[src/rtl/atx_pkg.sv]
package atx_pkg;

  // Line setup byte; packed MSB first so bit 6 is break, bits 1:0 word length.
  typedef struct packed {
    logic       brk;
    logic       sticky;
    logic       evenPar;
    logic       parEn;
    logic       twoStop;
    logic [1:0] wordSel;
  } lineCfg_t;

  localparam int CFG_W = $bits(lineCfg_t);

  // Strobes from the sequencer to the datapath.
  typedef struct packed {
    logic take;      // move holding register into shifter, start bit
    logic sendData;  // next data bit on the line
    logic sendPar;   // parity bit on the line
    logic sendStop;  // stop level on the line
  } dpStrobe_t;

  typedef enum logic [2:0] {
    PH_IDLE,
    PH_START,
    PH_DATA,
    PH_PARITY,
    PH_STOP
  } phase_t;

endpackage

[src/rtl/atx_baud.sv]
module atx_baud #(
  parameter int DIV_W = 16,
  parameter int OVS   = 16
) (
  input  logic             clk,
  input  logic             rstN,
  input  logic             refTick,
  input  logic             restart,
  input  logic [DIV_W-1:0] divisor,
  output logic             bitEnd
);
  localparam int SUB_W = (OVS > 1) ? $clog2(OVS) : 1;
  localparam logic [SUB_W-1:0] SUB_LAST = SUB_W'(OVS - 1);

  logic [DIV_W-1:0] divCnt;
  logic [SUB_W-1:0] subCnt;
  logic [DIV_W-1:0] divLast;
  logic             divHit;

  // Divisor 0 wraps to all ones, giving a full 2**DIV_W period.
  assign divLast = divisor - DIV_W'(1);
  assign divHit  = (divCnt == divLast);
  assign bitEnd  = refTick && divHit && (subCnt == SUB_LAST);

  always_ff @(posedge clk or negedge rstN) begin
    if (!rstN) begin
      divCnt <= '0;
      subCnt <= '0;
    end else if (restart) begin
      divCnt <= '0;
      subCnt <= '0;
    end else if (refTick) begin
      if (divHit) begin
        divCnt <= '0;
        subCnt <= (subCnt == SUB_LAST) ? '0 : subCnt + SUB_W'(1);
      end else begin
        divCnt <= divCnt + DIV_W'(1);
      end
    end
  end

endmodule

[src/rtl/atx_ctrl.sv]
module atx_ctrl
  import atx_pkg::*;
#(
  parameter int DATA_W = 8
) (
  input  logic       clk,
  input  logic       rstN,
  input  logic       holdFull,
  input  logic       bitEnd,
  input  logic [1:0] frameWordSel,
  input  logic       frameParEn,
  input  logic       frameTwoStop,
  output dpStrobe_t  strobe,
  output logic       restart,
  output logic       shiftEmpty
);
  localparam int CNT_W = $clog2(DATA_W);

  phase_t           state, nxtState;
  logic [CNT_W-1:0] bitCnt;
  logic [CNT_W-1:0] lastIdx;
  logic             stopCnt;

  // Shortest word is DATA_W-3 bits, so its last index is DATA_W-4.
  assign lastIdx    = CNT_W'(DATA_W - 4) + CNT_W'(frameWordSel);
  assign shiftEmpty = (state == PH_IDLE);

  always_comb begin
    strobe   = '0;
    restart  = 1'b0;
    nxtState = state;
    case (state)
      PH_IDLE: begin
        if (holdFull) begin
          strobe.take = 1'b1;
          restart     = 1'b1;
          nxtState    = PH_START;
        end
      end
      PH_START: begin
        if (bitEnd) begin
          strobe.sendData = 1'b1;
          nxtState        = PH_DATA;
        end
      end
      PH_DATA: begin
        if (bitEnd) begin
          if (bitCnt != lastIdx) begin
            strobe.sendData = 1'b1;
          end else if (frameParEn) begin
            strobe.sendPar = 1'b1;
            nxtState       = PH_PARITY;
          end else begin
            strobe.sendStop = 1'b1;
            nxtState        = PH_STOP;
          end
        end
      end
      PH_PARITY: begin
        if (bitEnd) begin
          strobe.sendStop = 1'b1;
          nxtState        = PH_STOP;
        end
      end
      PH_STOP: begin
        if (bitEnd && !(frameTwoStop && !stopCnt)) begin
          if (holdFull) begin
            strobe.take = 1'b1;
            restart     = 1'b1;
            nxtState    = PH_START;
          end else begin
            nxtState = PH_IDLE;
          end
        end
      end
      default: nxtState = PH_IDLE;
    endcase
  end

  always_ff @(posedge clk or negedge rstN) begin
    if (!rstN) begin
      state   <= PH_IDLE;
      bitCnt  <= '0;
      stopCnt <= 1'b0;
    end else begin
      state   <= nxtState;
      bitCnt  <= (state == PH_DATA) ? bitCnt + CNT_W'(bitEnd) : '0;
      stopCnt <= (state == PH_STOP) ? (stopCnt | bitEnd) : 1'b0;
    end
  end

endmodule

[src/rtl/atx_datapath.sv]
module atx_datapath
  import atx_pkg::*;
#(
  parameter int DATA_W = 8,
  parameter int DIV_W  = 16
) (
  input  logic              clk,
  input  logic              rstN,
  input  logic [DATA_W-1:0] inData,
  input  logic              inValid,
  input  lineCfg_t          liveCfg,
  input  logic [DIV_W-1:0]  divisorIn,
  input  dpStrobe_t         strobe,
  output logic              inReady,
  output logic              holdFull,
  output logic [1:0]        frameWordSel,
  output logic              frameParEn,
  output logic              frameTwoStop,
  output logic [DIV_W-1:0]  frameDiv,
  output logic              txLine
);
  logic [DATA_W-1:0] holdReg;
  logic [DATA_W-1:0] shiftReg;
  logic [DATA_W-1:0] wordMask;
  logic              parBit;
  logic              parNext;
  logic              rawPar;
  logic              lineReg;
  logic              accept;

  assign inReady = !holdFull;
  assign accept  = inValid && !holdFull;

  always_comb begin
    for (int i = 0; i < DATA_W; i++) begin
      wordMask[i] = (i < (DATA_W - 3 + int'(liveCfg.wordSel)));
    end
    rawPar = ^(holdReg & wordMask);
    if (liveCfg.sticky) parNext = !liveCfg.evenPar;
    else                parNext = liveCfg.evenPar ? rawPar : !rawPar;
  end

  always_ff @(posedge clk or negedge rstN) begin
    if (!rstN) begin
      holdReg  <= '0;
      holdFull <= 1'b0;
    end else if (accept) begin
      holdReg  <= inData;
      holdFull <= 1'b1;
    end else if (strobe.take) begin
      holdFull <= 1'b0;
    end
  end

  always_ff @(posedge clk or negedge rstN) begin
    if (!rstN) begin
      shiftReg     <= '0;
      parBit       <= 1'b0;
      lineReg      <= 1'b1;
      frameWordSel <= '0;
      frameParEn   <= 1'b0;
      frameTwoStop <= 1'b0;
      frameDiv     <= DIV_W'(1);
    end else if (strobe.take) begin
      shiftReg     <= holdReg;
      parBit       <= parNext;
      lineReg      <= 1'b0;
      frameWordSel <= liveCfg.wordSel;
      frameParEn   <= liveCfg.parEn;
      frameTwoStop <= liveCfg.twoStop;
      frameDiv     <= divisorIn;
    end else if (strobe.sendData) begin
      lineReg  <= shiftReg[0];
      shiftReg <= shiftReg >> 1;
    end else if (strobe.sendPar) begin
      lineReg <= parBit;
    end else if (strobe.sendStop) begin
      lineReg <= 1'b1;
    end
  end

  // Break overrides the registered line level immediately.
  assign txLine = lineReg && !liveCfg.brk;

endmodule

[src/rtl/async_tx.sv]
module async_tx
  import atx_pkg::*;
#(
  parameter int DATA_W = 8,
  parameter int DIV_W  = 16,
  parameter int OVS    = 16
) (
  input  logic              clk,
  input  logic              rstN,
  input  logic              refTick,
  input  logic [DIV_W-1:0]  divisor,
  input  logic [CFG_W-1:0]  lineCtrl,
  input  logic [DATA_W-1:0] inData,
  input  logic              inValid,
  output logic              inReady,
  output logic              txLine,
  output logic              holdEmpty,
  output logic              shiftEmpty
);
  lineCfg_t         liveCfg;
  dpStrobe_t        strobe;
  logic             holdFull;
  logic             restart;
  logic             bitEnd;
  logic [1:0]       frameWordSel;
  logic             frameParEn;
  logic             frameTwoStop;
  logic [DIV_W-1:0] frameDiv;

  assign liveCfg   = lineCfg_t'(lineCtrl);
  assign holdEmpty = !holdFull;

  atx_datapath #(.DATA_W(DATA_W), .DIV_W(DIV_W)) u_dp (
    .clk          (clk),
    .rstN         (rstN),
    .inData       (inData),
    .inValid      (inValid),
    .liveCfg      (liveCfg),
    .divisorIn    (divisor),
    .strobe       (strobe),
    .inReady      (inReady),
    .holdFull     (holdFull),
    .frameWordSel (frameWordSel),
    .frameParEn   (frameParEn),
    .frameTwoStop (frameTwoStop),
    .frameDiv     (frameDiv),
    .txLine       (txLine)
  );

  atx_ctrl #(.DATA_W(DATA_W)) u_ctrl (
    .clk          (clk),
    .rstN         (rstN),
    .holdFull     (holdFull),
    .bitEnd       (bitEnd),
    .frameWordSel (frameWordSel),
    .frameParEn   (frameParEn),
    .frameTwoStop (frameTwoStop),
    .strobe       (strobe),
    .restart      (restart),
    .shiftEmpty   (shiftEmpty)
  );

  atx_baud #(.DIV_W(DIV_W), .OVS(OVS)) u_baud (
    .clk     (clk),
    .rstN    (rstN),
    .refTick (refTick),
    .restart (restart),
    .divisor (frameDiv),
    .bitEnd  (bitEnd)
  );

endmodule

[config.mk]
export PLATFORM = sky130hd
export DESIGN_NAME = async_tx
export DESIGN_NICKNAME = d
export VERILOG_FILES = /design/src/rtl/atx_pkg.sv /design/src/rtl/atx_baud.sv /design/src/rtl/atx_ctrl.sv /design/src/rtl/atx_datapath.sv /design/src/rtl/async_tx.sv
export SDC_FILE = /design/constraint.sdc
export NUM_CORES = 1
export LEC_CHECK = 0
export ABC_AREA = 1
export CORE_AREA = 2 2 124 126
export DETAILED_ROUTE_END_ITERATION = 6
export DIE_AREA = 0 0 126 128
export SLEW_MARGIN = 5
export SYNTH_ARGS = -nofsm -noshare
export SYNTH_HDL_FRONTEND = slang
export SYNTH_SLANG_ARGS = --single-unit
[constraint.sdc]
create_clock -name clk -period 3.65 [get_ports clk]
set_input_delay 0.365 -clock clk [delete_from_list [all_inputs] [get_ports clk]]
set_output_delay 0.365 -clock clk [all_outputs]
set_load 0.02 [all_outputs]
==> results of run 1 <==
[through the flow]
stage	instances	setup slack, ps
5_1_grt	893	392
3_3_place_gp	876	777
6_report	893	727
2_1_floorplan	656	1230
3_5_place_dp	876	746
4_1_cts	893	714
[routing by layer]
metal	share of wire (%)	GRT usage [%]	wire length (um)	vias up
met5	0	0	0	-
met4	1.7	4.27	188	0
li1	-	-	-	2150
met1	49	19.0	5340	1823
met3	4.4	3.63	483	13
met2	45	23.0	4920	88
[final timing paths]
check	to	start	depth (start not counted)	slack, ps
max	u_baud.divCnt[14]$_DFFE_PN0P_	u_dp.frameDiv[0]$_DFFE_PN1P_	19	730
min	u_dp.frameParEn$_DFFE_PN0P_	rstN	2	450
max reg2reg	u_baud.divCnt[14]$_DFFE_PN0P_	u_dp.frameDiv[0]$_DFFE_PN1P_	19	730
min reg2reg	u_dp.parBit$_DFFE_PN0P_	u_dp.parBit$_DFFE_PN0P_	2	490
max in group asynchronous	u_dp.frameDiv[0]$_DFFE_PN1P_	rstN	3	2500
min in group clk	u_dp.parBit$_DFFE_PN0P_	u_dp.parBit$_DFFE_PN0P_	2	490
[area by class of cell]
class,instances,area (um^2)
Timing Repair Buffer,48,453
Multi-Input combinational cell,501,2370
Clock buffer,10,239
Sequential cell,66,1650
Fill cell,1674,9560
Tap cell,188,235
Clock inverter,6,72.6
Inverter,74,278
[timing repair]
item | in CTS | in global routing
hold buffers | 1 | 0
buffers inserted | 0 | 0
endpoints found under the hold margin | 13 | 0
[worst reg2reg max path: stages, from the launching register on]
cell	delay (ps)
dfstp_2	520
inv_1	90
ha_1	320
inv_1	40
nand2_1	50
nand2_1	40
nor2_1	160
nand2_1	70
nor2_1	90
nand3_1	80
nor2_1	80
nand3_1	100
nor2_2	150
nand4_2	130
nand2_1	100
nand2_2	240
nand2_2	260
inv_2	130
nand2_1	80
nand2_1	60
[report_power, final]
group,switching (uW),total [uW],internal [uW]
clock,343,898,555
combinational,1010,1610,602
sequential,242,1230,992
[synth_stat cells, types with 3 or more instances]
cell type / count
nand2_1: 227
nor2_1: 88
inv_1: 73
dfrtp_1: 64
nand3_1: 60
xor2_1: 21
nand4_1: 14
o21ai_1: 14
o21ai_0: 13
a21oi_1: 12
xnor2_1: 11
nor2_2: 8
nor3_1: 7
buf_2: 5
ha_1: 5
nand2_2: 5
buf_4: 4
clkbuf_1: 4
nand3b_1: 3
nor4_1: 3
[kinds of logic (layout without fill, tap and decap cells)]
group | after synthesis | count (layout) | share of synthesized area [%]
AOI/OAI and AO/OA | 42 | 42 | 5.19
xor gates and xnor gates | 32 | 32 | 6.39
adders and majority gates | 5 | 5 | 1.43
buffers and inverters | 89 | 138 | 8.30
DFF | 66 | 66 | 37.7
muxes | 2 | 2 | 0.513
and+or+nand+nor | 420 | 420 | 40.5
[flip-flops by register name (all words and copies together) (netlist names)]
signal and count:
u_dp.holdReg 8, u_dp.lineReg 1, u_ctrl.stopCnt 1, u_dp.frameDiv 16
u_baud.divCnt 16, u_dp.frameParEn 1, u_dp.frameTwoStop 1, u_ctrl.bitCnt 3
u_baud.subCnt 4, u_dp.holdFull 1, u_dp.parBit 1, u_dp.shiftReg 8
u_ctrl.state 3, u_dp.frameWordSel 2
==> out/metrics.yaml, run 1 <==
grt:
  track_usage_pct: 14.3
  grt_overflow: 0
  grt_max_degree: 28
  grt_pass1_vias: 3736
  antenna_found_initial: 0
  grt_pass1_wl_mm: 18.5
worst_hold_path:
  holdCritPathClass: "input port to async pin"
pwr:
  ir_drop_v: 0.000348
  totalPowerFinal_uw: 3750
  p_leak_uw: 0.00259
  powerDensity_nw_per_um2: 707
routing:
  routed_wl_mm: 10.9
  ant_nets: 0
  wl_per_cell_um: 12.2
  vias: 4074
  drt_iter0_drc: 238
  drt-vias-per-instance: 4.56
  drc: 0
  first_pass_iters: 5
setup_path:
  cp_cell_sequence: "inv_1, ha_1, inv_1, nand2_1, nand2_1, nor2_1, nand2_1, nor2_1, nand3_1, nor2_1, nand3_1, nor2_2, nand4_2, nand2_1, nand2_2, nand2_2, inv_2, nand2_1, nand2_1"
  path_buf_inv: 3
  worstSetupPathType: "flop to flop"
  crit_path_top_delay_cell: "dfstp_2"
  cp_top_family: "simple AND/OR/NAND/NOR gates"
  crit_fanout: 20
  path_common_cell: "nand2_1"
  arrival_ps: 3140
  critPathRequiredTime_ps: 3870
  cp-end-kind: "flop"
  start_kind: "flop"
  slowest_delay_ps: 520
logic_synthesis:
  syn_avg_cell_area_um2: 6.69
  synth_edf_count: 0
  synth_area_leader_cell: "dfrtp_1"
  synthTopCellsByArea: "dfrtp_1, nand2_1, nor2_1, nand3_1, inv_1"
  synth_cell_types: 32
  synth_top_area_share_pct: 36.5
  ys.flop_type: "dfrtp_1"
  synth_seq_cells: 66
  yosys_warnings: 0
  async_reset_ff_share_pct: 100
  syn_area_um2: 4390
  yosysSeqAreaShare_pct: 37.7
  syn_inst: 656
  syn-num-nets: 696
sta:
  fin_crit_sh_pct: 80.1
  tightest_slew_ps: 617
  hold_viol: 0
  finalSetupViolations: 0
  rsz0062_at_grt: "false"
  relSlewSlack_pct: 58.5
  maxSlewViolCount: 0
  hold_slack_ps: 451
  max_freq_mhz: 342
  fin_tns_setup_ps: 0
  period_needed_ps: 2920
  final.setup_skew_ps: 6.29
floorplan:
  io-pin-count: 39
  start_util_pct: 29.5
  rows: 45
  fp.dieW_um: 126
  core_um2: 14900
  die_y_um: 128
  die-area_um2: 16100
clock_network:
  clock_path_buffers: 2
  path_clk_slew_ps: 60
  insertion_delay_ps: 340
  cts-root-buf: "clkbuf_16"
  cts_made_buffers: 9
  htreeDepth: 3
  cts_tree: "yes"
  cts.sinks: 66
  cts_resized: 0
finish:
  n_antenna_cell: 0
  layout_commonest_cell: "nand2_1"
  fin_nets: 740
  layout-drive-gt1-share_pct: 6.95
  fin_util_pct: 35.7
  layout_common_cells: "nand2_1, nor2_1, inv_1, dfrtp_1, nand3_1"
  area_growth_pct: 20.8
  final_area_um2: 5300
place:
  placed_area_um2: 4980
  io_buffers: 38
  hpwl_mm: 8.35
  place.gp.congestion: 0.850
status:
  status: "finished clean"
run:
  maxCapViolCount: 0
(Power assumes the default switching activity.)
==> run 2, diff against run 1 <==
==> constraint.sdc (replaced) <==
create_clock -name clk -period 3.1 [get_ports clk]
set_input_delay 0.31 -clock clk [delete_from_list [all_inputs] [get_ports clk]]
set_output_delay 0.31 -clock clk [all_outputs]
set_load 0.02 [all_outputs]
==> out/metrics.yaml, run 2 (same netlist as run 1, synthesis figures left out) <==
routing:
  drt-vias-per-instance: 4.58  # was 4.56
  routed_wl_mm: 10.8  # was 10.9 mm
  wl_per_cell_um: 12.1  # was 12.2 um
  first_pass_iters: 4  # was 5
  drc: 0  # unchanged
  vias: 4088  # was 4074
  drt_iter0_drc: 205  # was 238
  ant_nets: 0  # unchanged
setup_path:
  r2r-start: "u_dp.frameDiv[0]$_DFFE_PN1P_"  # unchanged
  worst_r2r_endpoint: "u_dp.shiftReg[0]$_DFFE_PN0P_"  # was u_baud.divCnt[14]$_DFFE_PN0P_
  crit_path_top_delay_cell: "dfstp_2"  # unchanged
  slowest_delay_ps: 520  # about the same
  path_buf_inv: 3  # unchanged
  cp_top_family: "simple AND/OR/NAND/NOR gates"  # unchanged
  cp-end-kind: "flop"  # unchanged
  r2r_cells: 18  # was 19
  arrival_ps: 2980  # was 3140 ps
  start_kind: "flop"  # unchanged
  critPathRequiredTime_ps: 3330  # was 3870 ps
  cp_cell_sequence: "inv_1, ha_1, inv_1, nand2_1, nand2_1, nor2_1, nand2_1, nor2_1, nand3_1, nor2_1, nand3_1, nor2_2, nand4_2, nand2_1, nand2_2, buf_4, nand3_1, nand3_1"  # was inv_1, ha_1, inv_1, nand2_1, nand2_1, nor2_1, nand2_1, nor2_1, nand3_1, nor2_1, nand3_1, nor2_2, nand4_2, nand2_1, nand2_2, nand2_2, inv_2, nand2_1, nand2_1
  worstSetupPathType: "flop to flop"  # unchanged
  r2r_slack_ps: 350  # was 730 ps
  crit_fanout: 20  # unchanged
floorplan:
  start_util_pct: 29.5  # unchanged
  rows: 45  # unchanged
  io-pin-count: 39  # unchanged
  die-area_um2: 16100  # unchanged
  core_um2: 14900  # unchanged
  fp.dieW_um: 126  # unchanged
  die_y_um: 128  # unchanged
clock_network:
  htreeDepth: 3  # unchanged
  insertion_delay_ps: 350  # was 340 ps
  cts.sinks: 66  # unchanged
  path_clk_slew_ps: 60  # about the same
  cts_tree: "yes"  # unchanged
  cts-root-buf: "clkbuf_16"  # unchanged
  clock_path_buffers: 2  # unchanged
  cts_made_buffers: 9  # unchanged
  cts_setup_buffers: 0  # unchanged
sta:
  fin_crit_sh_pct: 88.7  # was 80.1%
  fin_ws_ps: 350  # was 727 ps
  tightest_slew_ps: 691  # was 617 ps
  max_freq_mhz: 364  # was 342 MHz
  finalSetupViolations: 0  # unchanged
  relSlewSlack_pct: 53.9  # was 58.5%
  rsz0062_at_grt: "false"  # unchanged
  final.setup_skew_ps: 9.63  # was 6.29 ps
  hold_viol: 0  # unchanged
  fin_tns_setup_ps: 0  # unchanged
  period_needed_ps: 2750  # was 2920 ps
  maxSlewViolCount: 0  # unchanged
finish:
  fillers: 1621  # was 1674
  layout-drive-gt1-share_pct: 6.96  # was 6.95%
  reg.largest.list: "u_baud.divCnt: 16 flops, u_dp.frameDiv: 16 flops"  # unchanged
  n_antenna_cell: 0  # unchanged
  multi_input_area_um2: 2370  # about the same
  area_growth_pct: 20.5  # was 20.8%
  fin_nets: 739  # was 740
  layout_common_cells: "nand2_1, nor2_1, inv_1, dfrtp_1, nand3_1"  # unchanged
  fin_util_pct: 35.6  # was 35.7%
  seqCellArea_um2: 1650  # unchanged
  layout_commonest_cell: "nand2_1"  # unchanged
  final_area_um2: 5290  # was 5300 um^2
grt:
  antenna_found_initial: 0  # unchanged
  grt_pass1_vias: 3994  # was 3736
  grt_overflow: 0  # unchanged
  grt_pass1_wl_mm: 18.9  # was 18.5 mm
  grt_max_degree: 41  # was 28
  track_usage_pct: 14.6  # was 14.3%
place:
  placed_area_um2: 5000  # was 4980 um^2
  hpwl_mm: 8.22  # was 8.35 mm
  dp_slack_ps: 346  # was 746 ps
  place.gp.congestion: 0.835  # was 0.850
  io_buffers: 38  # unchanged
pwr:
  powerDensity_nw_per_um2: 814  # was 707 nW/um^2
  p_leak_uw: 0.00257  # was 0.00259 uW
  totalPowerFinal_uw: 4300  # was 3750 uW
  ir_drop_v: 0.000305  # was 0.000348 V
worst_hold_path:
  holdCritPathClass: "input port to async pin"  # unchanged
status:
  status: "finished clean"  # unchanged
run:
  maxCapViolCount: 0  # unchanged
## run 2: worst max-delay path by stage
stage | start | to | slack [ps] | cells past startpoint
floorplan | u_dp.frameDiv[0]$_DFFE_PN1P_ | u_ctrl.bitCnt[2]$_DFF_PN0_ | 680 | 18
global route | u_dp.frameDiv[0]$_DFFE_PN1P_ | u_dp.frameDiv[12]$_DFFE_PN0P_ | 2 | 18
detailed placement | u_dp.frameDiv[0]$_DFFE_PN1P_ | u_baud.divCnt[9]$_DFFE_PN0P_ | 350 | 19
finish | u_dp.frameDiv[0]$_DFFE_PN1P_ | u_dp.shiftReg[0]$_DFFE_PN0P_ | 350 | 18
global placement | u_dp.frameDiv[0]$_DFFE_PN1P_ | u_baud.divCnt[9]$_DFFE_PN0P_ | 380 | 19
CTS | u_dp.frameDiv[0]$_DFFE_PN1P_ | u_baud.divCnt[9]$_DFFE_PN0P_ | 330 | 19
## run 2: repair_timing
action | in CTS | in global routing
gates resized for setup | 0 | 1
setup endpoints to repair | 0 | 7
endpoints found under the hold margin | 0 | 0
hold buffers | 0 | 0
## run 2: per-stage QoR
| stage | hold WS [ps] | std cells |
|---|---|---|
| after CTS | 30.5 | 892 |
| after global placement | 395 | 876 |
| after floorplan | 14.4 | 656 |
| after global routing | 61.7 | 892 |
| final | 10.9 | 892 |
| after detailed placement | 396 | 876 |
## run 2: power breakdown
part           internal (uW)  switching (uW)
Clock                    546             421
Sequential              1170             274
Combinational            715            1180
## run 2: final cells by class
type	count	share of cell area, %
multi-input combinational	501	44.9
sequential	66	31.3
timing repair buffer	47	8.85
inverter	74	5.25
tap	188	4.45
clock buffer	9	4.26
clock inverter	7	1.02
## run 2: per-layer routing
metal / track usage, % / share of wire [%] / vias to the layer above
li1: - / - / 2144
met1: 18.6 / 48 / 1850
met2: 24.8 / 47 / 83
met3: 3.63 / 4.1 / 11
met4: 3.88 / 1.0 / 0
met5: 0 / 0 / -
==> run 3, diff against run 2 <==
--- a/config.mk
+++ b/config.mk
@@ -13,3 +13,4 @@
 export SYNTH_ARGS = -nofsm -noshare
 export SYNTH_HDL_FRONTEND = slang
 export SYNTH_SLANG_ARGS = --single-unit
+export TNS_END_PERCENT = 20
==> results of run 3 <==
No change in the layout: final DEF, timing and power equal those of run 2.
